[config.mk]
export PLATFORM = sky130hd
export DESIGN_NAME = lbk_path_ctrl
export DESIGN_NICKNAME = d
export VERILOG_FILES = /design/src/rtl/lbk_pkg.sv /design/src/rtl/lbk_cfg_reg.sv /design/src/rtl/lbk_mode_arb.sv /design/src/rtl/lbk_route.sv /design/src/rtl/lbk_path_ctrl.sv
export SDC_FILE = /design/constraint.sdc
export NUM_CORES = 1
export LEC_CHECK = 0
export ABC_AREA = 1
export BUFFER_PORTS_ARGS = -buffer_cell sky130_fd_sc_hd__buf_4
export CAP_MARGIN = 20
export CORE_AREA = 10 10 47 49
export CTS_BUF_LIST = sky130_fd_sc_hd__clkbuf_16
export CTS_CLUSTER_SIZE = 40
export DETAILED_ROUTE_END_ITERATION = 12
export DIE_AREA = 0 0 57 59
export GPL_TIMING_DRIVEN = 0
export PLACE_DENSITY = 0.78
export RECOVER_POWER = 25
export SLEW_MARGIN = 20
export SYNTH_ARGS = -nofsm -noshare
export SYNTH_HDL_FRONTEND = slang
export SYNTH_SLANG_ARGS = --single-unit
[constraint.sdc]
create_clock -name clk -period 1.3 [get_ports clk]
set_input_delay 0.39 -clock clk [delete_from_list [all_inputs] [get_ports clk]]
set_output_delay 0.39 -clock clk [all_outputs]
set_load 0.1 [all_outputs]
[src/rtl/lbk_pkg.sv]
// Package lbk_pkg: shared field positions and mode type for the loopback controller.
// Assumes a single control register whose low bits carry the loopback enables.
package lbk_pkg;
    localparam int unsigned CFG_W    = 5;
    localparam int unsigned BIT_FRM  = 0;
    localparam int unsigned BIT_PAY  = 1;
    localparam int unsigned BIT_REM  = 2;
    localparam int unsigned LB_REQ_W = 3;

    typedef enum logic [1:0] {
        LB_NONE    = 2'd0,
        LB_FRAMER  = 2'd1,
        LB_PAYLOAD = 2'd2,
        LB_REMOTE  = 2'd3
    } lb_mode_e;
endpackage

[src/rtl/lbk_cfg_reg.sv]
// Module lbk_cfg_reg: holds the loopback control field and loads it on an
// address hit. Assumes the write port is synchronous to clk; there is no read path.
module lbk_cfg_reg #(
    parameter int unsigned ADDR_W   = 8,
    parameter int unsigned CFG_W    = 5,
    parameter logic [ADDR_W-1:0] CFG_ADDR = 8'h4A
) (
    input  logic              clk,
    input  logic              rst_n,
    input  logic              wr_en,
    input  logic [ADDR_W-1:0] wr_addr,
    input  logic [CFG_W-1:0]  wr_data,
    output logic [CFG_W-1:0]  cfg_q
);
    logic hit;

    // Decode a write aimed at this register.
    always_comb hit = wr_en && (wr_addr == CFG_ADDR);

    // One flop per control bit, each cleared by reset and loaded on a hit.
    for (genvar i = 0; i < CFG_W; i++) begin : g_bit
        always_ff @(posedge clk) begin
            if (!rst_n)   cfg_q[i] <= 1'b0;
            else if (hit) cfg_q[i] <= wr_data[i];
        end
    end

    AST_CFG_HOLD: assert property (@(posedge clk) disable iff (!rst_n)
        !(wr_en && (wr_addr == CFG_ADDR)) |=> $stable(cfg_q));
endmodule

[src/rtl/lbk_mode_arb.sv]
// Module lbk_mode_arb: turns the raw loopback enables into one effective mode
// with fixed precedence remote > payload > framer. Purely combinational;
// the clock and reset only qualify the assertions.
module lbk_mode_arb
    import lbk_pkg::*;
(
    input  logic                clk,
    input  logic                rst_n,
    input  logic [LB_REQ_W-1:0] lb_req,
    output lb_mode_e            mode,
    output logic [LB_REQ_W-1:0] status
);
    // Pick the highest-precedence enabled loopback.
    always_comb begin
        if (lb_req[BIT_REM])      mode = LB_REMOTE;
        else if (lb_req[BIT_PAY]) mode = LB_PAYLOAD;
        else if (lb_req[BIT_FRM]) mode = LB_FRAMER;
        else                      mode = LB_NONE;
    end

    // Report the effective mode as a one-hot vector.
    always_comb begin
        status = '0;
        case (mode)
            LB_FRAMER:  status[BIT_FRM] = 1'b1;
            LB_PAYLOAD: status[BIT_PAY] = 1'b1;
            LB_REMOTE:  status[BIT_REM] = 1'b1;
            default:    status = '0;
        endcase
    end

    AST_ONE_MODE: assert property (@(posedge clk) disable iff (!rst_n)
        $onehot0(status));
    AST_REMOTE_WINS: assert property (@(posedge clk) disable iff (!rst_n)
        lb_req[BIT_REM] |-> status[BIT_REM]);
endmodule

[src/rtl/lbk_route.sv]
// Module lbk_route: steers the line, framer and transmit-source streams for the
// selected mode and produces the T1 unframed all-ones line pattern as alternating
// marks. Assumes clk is the transmit bit clock; the overhead flag is bit-aligned.
module lbk_route
    import lbk_pkg::*;
(
    input  logic     clk,
    input  logic     rst_n,
    input  lb_mode_e mode,
    input  logic     e1_mode,
    input  logic     ln_rx_p,
    input  logic     ln_rx_n,
    input  logic     fmt_tx_p,
    input  logic     fmt_tx_n,
    input  logic     sys_tx_d,
    input  logic     rx_pay_d,
    input  logic     ovh_regen_d,
    input  logic     ovh_pos,
    output logic     ln_tx_p,
    output logic     ln_tx_n,
    output logic     fr_rx_p,
    output logic     fr_rx_n,
    output logic     tx_src_d,
    output logic     rx_on_tclk,
    output logic     tx_on_rclk
);
    logic mark_ph;
    logic t1_ones;

    // Free-running mark phase: alternates the rail carrying each one.
    always_ff @(posedge clk) begin
        if (!rst_n) mark_ph <= 1'b0;
        else        mark_ph <= ~mark_ph;
    end

    // T1 framer loopback replaces the line output with all ones.
    always_comb t1_ones = (mode == LB_FRAMER) && !e1_mode;

    // Line transmit rails: echo, all ones, or formatter output.
    always_comb begin
        if (mode == LB_REMOTE) begin
            ln_tx_p = ln_rx_p;
            ln_tx_n = ln_rx_n;
        end else if (t1_ones) begin
            ln_tx_p = mark_ph;
            ln_tx_n = ~mark_ph;
        end else begin
            ln_tx_p = fmt_tx_p;
            ln_tx_n = fmt_tx_n;
        end
    end

    // Receive framer input: the formatter in framer loopback, else the line.
    always_comb begin
        if (mode == LB_FRAMER) begin
            fr_rx_p = fmt_tx_p;
            fr_rx_n = fmt_tx_n;
        end else begin
            fr_rx_p = ln_rx_p;
            fr_rx_n = ln_rx_n;
        end
    end

    // Transmit source: looped payload with regenerated overhead, else system data.
    always_comb begin
        if (mode == LB_PAYLOAD) tx_src_d = ovh_pos ? ovh_regen_d : rx_pay_d;
        else                    tx_src_d = sys_tx_d;
    end

    // Clock-select flags for the clocking logic outside this block.
    always_comb begin
        rx_on_tclk = (mode == LB_FRAMER);
        tx_on_rclk = (mode == LB_PAYLOAD);
    end

    AST_ONES_SPLIT: assert property (@(posedge clk) disable iff (!rst_n)
        ((mode == LB_FRAMER) && !e1_mode) |-> (ln_tx_p != ln_tx_n));
    AST_ONES_ALT: assert property (@(posedge clk) disable iff (!rst_n)
        ((mode == LB_FRAMER) && !e1_mode && $past((mode == LB_FRAMER) && !e1_mode))
        |-> (ln_tx_p != $past(ln_tx_p)));
    AST_PAY_SRC: assert property (@(posedge clk) disable iff (!rst_n)
        ((mode == LB_PAYLOAD) && !ovh_pos) |-> (tx_src_d == rx_pay_d));
endmodule

[src/rtl/lbk_path_ctrl.sv]
// Module lbk_path_ctrl: top of the loopback path controller. Holds the control
// register, resolves the effective mode, and routes the streams. Assumes all
// stream inputs are sampled elsewhere on the clock that the flags select.
module lbk_path_ctrl
    import lbk_pkg::*;
#(
    parameter int unsigned ADDR_W = 8,
    parameter logic [ADDR_W-1:0] CFG_ADDR = 8'h4A
) (
    input  logic                clk,
    input  logic                rst_n,
    input  logic                cfg_wr_en,
    input  logic [ADDR_W-1:0]   cfg_addr,
    input  logic [CFG_W-1:0]    cfg_wdata,
    input  logic                e1_mode,
    input  logic                ln_rx_p,
    input  logic                ln_rx_n,
    input  logic                fmt_tx_p,
    input  logic                fmt_tx_n,
    input  logic                sys_tx_d,
    input  logic                rx_pay_d,
    input  logic                ovh_regen_d,
    input  logic                ovh_pos,
    output logic                ln_tx_p,
    output logic                ln_tx_n,
    output logic                fr_rx_p,
    output logic                fr_rx_n,
    output logic                tx_src_d,
    output logic                rx_on_tclk,
    output logic                tx_on_rclk,
    output logic [LB_REQ_W-1:0] lb_status,
    output logic [CFG_W-1:0]    cfg_q
);
    lb_mode_e mode;

    lbk_cfg_reg #(
        .ADDR_W   (ADDR_W),
        .CFG_W    (CFG_W),
        .CFG_ADDR (CFG_ADDR)
    ) i_cfg (
        .clk     (clk),
        .rst_n   (rst_n),
        .wr_en   (cfg_wr_en),
        .wr_addr (cfg_addr),
        .wr_data (cfg_wdata),
        .cfg_q   (cfg_q)
    );

    lbk_mode_arb i_arb (
        .clk    (clk),
        .rst_n  (rst_n),
        .lb_req (cfg_q[LB_REQ_W-1:0]),
        .mode   (mode),
        .status (lb_status)
    );

    lbk_route i_route (
        .clk         (clk),
        .rst_n       (rst_n),
        .mode        (mode),
        .e1_mode     (e1_mode),
        .ln_rx_p     (ln_rx_p),
        .ln_rx_n     (ln_rx_n),
        .fmt_tx_p    (fmt_tx_p),
        .fmt_tx_n    (fmt_tx_n),
        .sys_tx_d    (sys_tx_d),
        .rx_pay_d    (rx_pay_d),
        .ovh_regen_d (ovh_regen_d),
        .ovh_pos     (ovh_pos),
        .ln_tx_p     (ln_tx_p),
        .ln_tx_n     (ln_tx_n),
        .fr_rx_p     (fr_rx_p),
        .fr_rx_n     (fr_rx_n),
        .tx_src_d    (tx_src_d),
        .rx_on_tclk  (rx_on_tclk),
        .tx_on_rclk  (tx_on_rclk)
    );

    AST_CLK_EXCL: assert property (@(posedge clk) disable iff (!rst_n)
        !(rx_on_tclk && tx_on_rclk));
    AST_REMOTE_ECHO: assert property (@(posedge clk) disable iff (!rst_n)
        lb_status[BIT_REM] |-> (ln_tx_p == fr_rx_p) && (ln_tx_n == fr_rx_n));
endmodule

# After elaboration in Yosys (flattened, before gate mapping)
# Index checks and enable logic that the tools add are counted.
# word_totals
register_bits	6
word_cells	28
# op_classes
n_eq_ne	4
n_mux	14
n_bitwise	1
reduce_logical	3
# op_table
cell	n
$mux W1	12
$eq A8 B7 Y1 const B	1
$eq A2 B2 Y1 const B	2
$mux W2	2
$eq A2 B1 Y1 const B	1
$logic_and A1 B1 Y1	2
$logic_not A1 Y1	1
$not A1 Y1	1

# Logic depth before layout (Yosys ltp)
# logic_depth
ltp_word	7
mapped_depth	8

# Modules after synthesis
# From an unflattened synthesis, not the netlist that was laid out.
# hier_totals
cells_unflattened	87
area_unflattened_um2	476.7
# by_module_without_submodules
mod	n_inst	cells_per_inst	area_each_um2	seq_area_each_um2
lbk_cfg_reg	1	46	290.3	100.1
lbk_route	1	32	147.6	20.0
lbk_mode_arb	1	9	38.8	0.0

# Worst setup path after synthesis
# No wires, ideal clock.
# synth_path
path_type	flip-flop to output port
from	reg i_cfg.cfg_q[0]
to	out fr_rx_n
t_arrival_ns	4.333
t_required_ns	0.910
setup_slack_ns	-3.423
stages_incl_launch_ff	5
path_cell_list	dfxtp_1 nand2_1 nor2_2 inv_1 o21ai_0
# synth_via
elab_chain_cells	5
# synth_lines
element	line	source
from (decl)	lbk_cfg_reg.sv:13	output logic [CFG_W-1:0] cfg_q
from (signal, indexed assignment)	lbk_cfg_reg.sv:24	else if (hit) cfg_q[i] <= wr_data[i];
$mux W1	lbk_mode_arb.sv:17	else if (lb_req[BIT_FRM]) mode = LB_FRAMER;
$mux W2	lbk_mode_arb.sv:16	else if (lb_req[BIT_PAY]) mode = LB_PAYLOAD;
$mux W2	lbk_mode_arb.sv:15	if (lb_req[BIT_REM]) mode = LB_REMOTE;
$eq A2 B1 Y1	-	
named net rx_on_tclk	lbk_path_ctrl.sv:29	output logic rx_on_tclk,
$mux W1	lbk_route.sv:55	if (mode == LB_FRAMER) begin
to (decl)	lbk_path_ctrl.sv:27	output logic fr_rx_n,
# The timed path passes the listed nets, and every way through them passes these cells.

# Final worst setup path
# layout_path
from	reg i_cfg.cfg_q[1]
to	out ln_tx_n
# layout_via
elab_chain_cells	6
word_cells_on_any_way	7
classes_between	2 x eq/ne; 4 x mux; 1 x reduce/logical
# layout_lines
element	line	source
$mux W2 (*)	lbk_mode_arb.sv:16	
$mux W2 (*)	lbk_mode_arb.sv:15	
$eq A2 B1 Y1	lbk_route.sv:37	always_comb t1_ones = (mode == LB_FRAMER) && !e1_mode;
$logic_and A1 B1 Y1	lbk_route.sv:37	
$mux W1	lbk_route.sv:44	end else if (t1_ones) begin
$mux W1 (*)	lbk_route.sv:41	if (mode == LB_REMOTE) begin
to (decl)	lbk_path_ctrl.sv:25	output logic ln_tx_n,
# Every way passes the cells marked *; elsewhere a longest branch is shown, timed or not.

==> summary.txt <==
Outcome
  – Status: complete, but fails checks
  – Violated checks: setup timing

GRT
  – Gr ovfl total: 0
  – First-pass GRT wire length: 3629 um
  – Initial antenna violation count: 0
  – Largest net degree at the start of global routing: 7
  – Gr usage total: 12.93%
  – Vias in the first global route: 782

Synth
  – Count of unique library cells instantiated by Yosys: 14
  – Mapped cell area: 447.9 um2
  – Seq/Total Area, Yosys: 26.82%
  – Syn Nets: 105
  – Share of the synthesized area in the top cell type: 26.82%
  – Mapped Cells: 80
  – Post-synthesis compound-gate area fraction: 3.352%
  – Xor/xnor share of the synthesized area: 0%
  – Simple-Gate Fraction of Synth Area: 50.56%
  – Synth Area in Adders: 0%
  – Synth Register Bits: 6
  – Largest family of logic cells by synthesized area: simple AND/OR/NAND/NOR gates
  – Leading area contributor after synthesis: dfxtp_1
  – Synth Warn #: 0
  – Post-Syn Area per Cell: 5.599 um2
  – Synth top area cells: dfxtp_1, nand2_1, inv_1, nor2_1, nand4_1
  – Post-synthesis mux area share: 0%

Floorplan
  – Cell row count: 14
  – Die area: 3363 um2
  – DIE WIDTH: 57 um
  – IO Count: 40
  – Initial Util: 31.96%
  – Die H: 59 um
  – Core area: 1401 um2

Routing
  – ANT nets after route: 0
  – Pre-Repair DR Iteration Count: 5
  – Initial DRC Count: 10
  – Via count: 710
  – Via density: 4.733
  – DR DRC count: 0
  – WL/cell: 17.69 um
  – Final WL: 2654 um

Placed design
  – Placed cell area: 884.6 um2
  – GPL Wtd Cong: 0.8197
  – PortBufs: 39
  – DP Worst Slack: -0.4182 ns
  – Hpwl dp: 1379 um

Clocking
  – H-tree Lvls: 1
  – CTS Sinks: 6
  – Clock latency on the worst-skew pair: 0.23 ns
  – Clock Tree Root: clkbuf_16
  – Longest Clk Path Bufs: 2
  – Inserted Clock Buffers: 3
  – Clock slew at reported path FFs: 0.04 ns
  – CTS tree: done

Cells and area
  – Nets: 160
  – Area delta synth->final: 176.0%
  – FILL cells: 64
  – Antenna Cells: 0
  – Final Core Density: 88.21%
  – Layout cells sized above 1: 61.94%
  – Final Instance Area: 1236 um2

Power
  – PwrDens: 749.4 nW/um2
  – VDD IR max: 1.002 mV
  – Lkg Pwr: 0.6150 nW

Critical path
  – Startpoint type of the worst setup path: register
  – Largest delay share family, worst path: simple AND/OR/NAND/NOR gates
  – Setup crit end kind: output port
  – CP max-delay cell: dfxtp_4
  – R2r setup slk: 0.49 ns
  – Crit Path Max Fanout: 5
  – CP required: 0.91 ns
  – Crit path kind: reg -> out
  – Cell Chain, Critical Path: inv_4 -> nand2_4 -> nor2_4 -> nand2_2 -> nand2_1 -> nand3_2 -> nand2_8 -> buf_12
  – Slowest stage delay, CP: 0.34 ns
  – Worst path arrival time: 1.43 ns
  – Buf/Inv on CP: 2

Timing
  – Minimum clock period after layout: 1.821 ns
  – Worst Tran Pin Value: 0.4184 ns
  – Hold WS: 0.4276 ns
  – Final setup TNS: -3.890 ns
  – Final Max Tran Viols: 0
  – Final-report setup violation count: 10
  – Skew final: 0 ns
  – Worst Slack Setup Final: -0.5208 ns
  – Max_slew headroom: 71.81%
  – Final period util: 140.1%
  – Achievable Freq: 549.2 MHz
  – Hold Violations, Final: 0
  – Unrepaired setup endpoints after global routing: yes

Worst hold path
  – HP Class: in -> reg

Run
  – Max-cap violation count: 0
path summary, 6_finish.rpt:
path	from	to	cells past startpoint
worst max-delay path	i_cfg.cfg_q[1]$_SDFFE_PN0P_	ln_tx_n	8
worst min register to register	i_cfg.cfg_q[4]$_SDFFE_PN0P_	i_cfg.cfg_q[4]$_SDFFE_PN0P_	2
worst max register to register	i_cfg.cfg_q[2]$_SDFFE_PN0P_	i_cfg.cfg_q[2]$_SDFFE_PN0P_	3
worst min-delay path	rst_n	i_cfg.cfg_q[1]$_SDFFE_PN0P_	3
final cells by class:
| type | instances | area, um2 | area share [%] |
|---|---|---|---|
| Tap cell | 16 | 20.02 | 1.619 |
| Clock inverter | 1 | 3.754 | 0.3036 |
| Timing Repair Buffer | 51 | 548.0 | 44.33 |
| Inverter | 18 | 70.07 | 5.668 |
| Buffer | 2 | 35.03 | 2.834 |
| Multi-Input combinational cell | 53 | 350.3 | 28.34 |
| Sequential cell | 6 | 133.9 | 10.83 |
| Clock buffer | 3 | 75.07 | 6.073 |
power by group:
part | switching, W | total (W) | internal (W)
clock | 0.000105 | 0.000504 | 0.000399
combinational | 0.000135 | 0.000238 | 0.000104
sequential | 0.00000240 | 0.000184 | 0.000182
per-stage QoR:
stage,power [W],std cells
after floorplan,0.0003055,80
after global placement,0.0003817,135
after detailed placement,0.0003856,135
after CTS,0.0009126,147
after global routing,0.0009528,150
final,0.0009264,150
per-layer routing:
metal / track usage, % / vias to the layer above / share of wire, %
met1: 12.48 / 314 / 36
met5: 0 / - / 0
met3: 3.648 / 8 / 6.3
met4: 5.369 / 0 / 3.6
met2: 24.96 / 44 / 54
li1: - / 344 / -
layout by cell type (no fill, tap or decap):
cell type	synthesis	layout
a21oi_4	0	1
buf_12	0	13
buf_4	2	35
buf_6	0	4
buf_8	0	1
clkbuf_16	0	3
dfxtp_1	6	1
dfxtp_2	0	2
dfxtp_4	0	3
inv_1	17	16
inv_2	1	2
inv_4	0	1
nand2_1	22	12
nand2_2	0	5
nand2_4	0	3
nand2_8	0	2
nand3_1	3	1
nand3_2	0	2
nand4_1	5	5
nor2_1	17	15
nor2_2	1	1
nor2_4	1	3
nor3_2	0	1
o21ai_0	2	1
o21ai_4	0	1
repair_timing:
action / in CTS / in global routing
hold buffers: 0 / 0
gates resized for setup: 38 / 12
setup endpoints to repair: 11 / 12
hold endpoints to repair: 0 / 0
pin swaps: 4 / 5
buffers inserted: 9 / 3
cell families after synthesis:
logic type,count (synthesis)
AOI/OAI and AO/OA,3
buffers and inverters,21
DFF,6
and+or+nand+nor,50
registers in the layout, indices dropped and copies added, names as in the netlist:
register	flops
i_cfg.cfg_q	5
i_route.mark_ph	1
cell usage after synthesis (all sizes together):
library cell / n
a21oi: 1
buf: 2
clkbuf: 1
dfxtp: 6
inv: 18
nand2: 22
nand3: 3
nand4: 5
nor2: 19
nor3: 1
o21ai: 2
worst register-to-register path, delay by kind of cell (launching register included):
| kind | cells | cell delay [ns] |
|---|---|---|
| buffers and inverters | 1 | 0.15 |
| DFF | 1 | 0.35 |
| and+or+nand+nor | 2 | 0.19 |
Power figures use the tool's default switching activity.
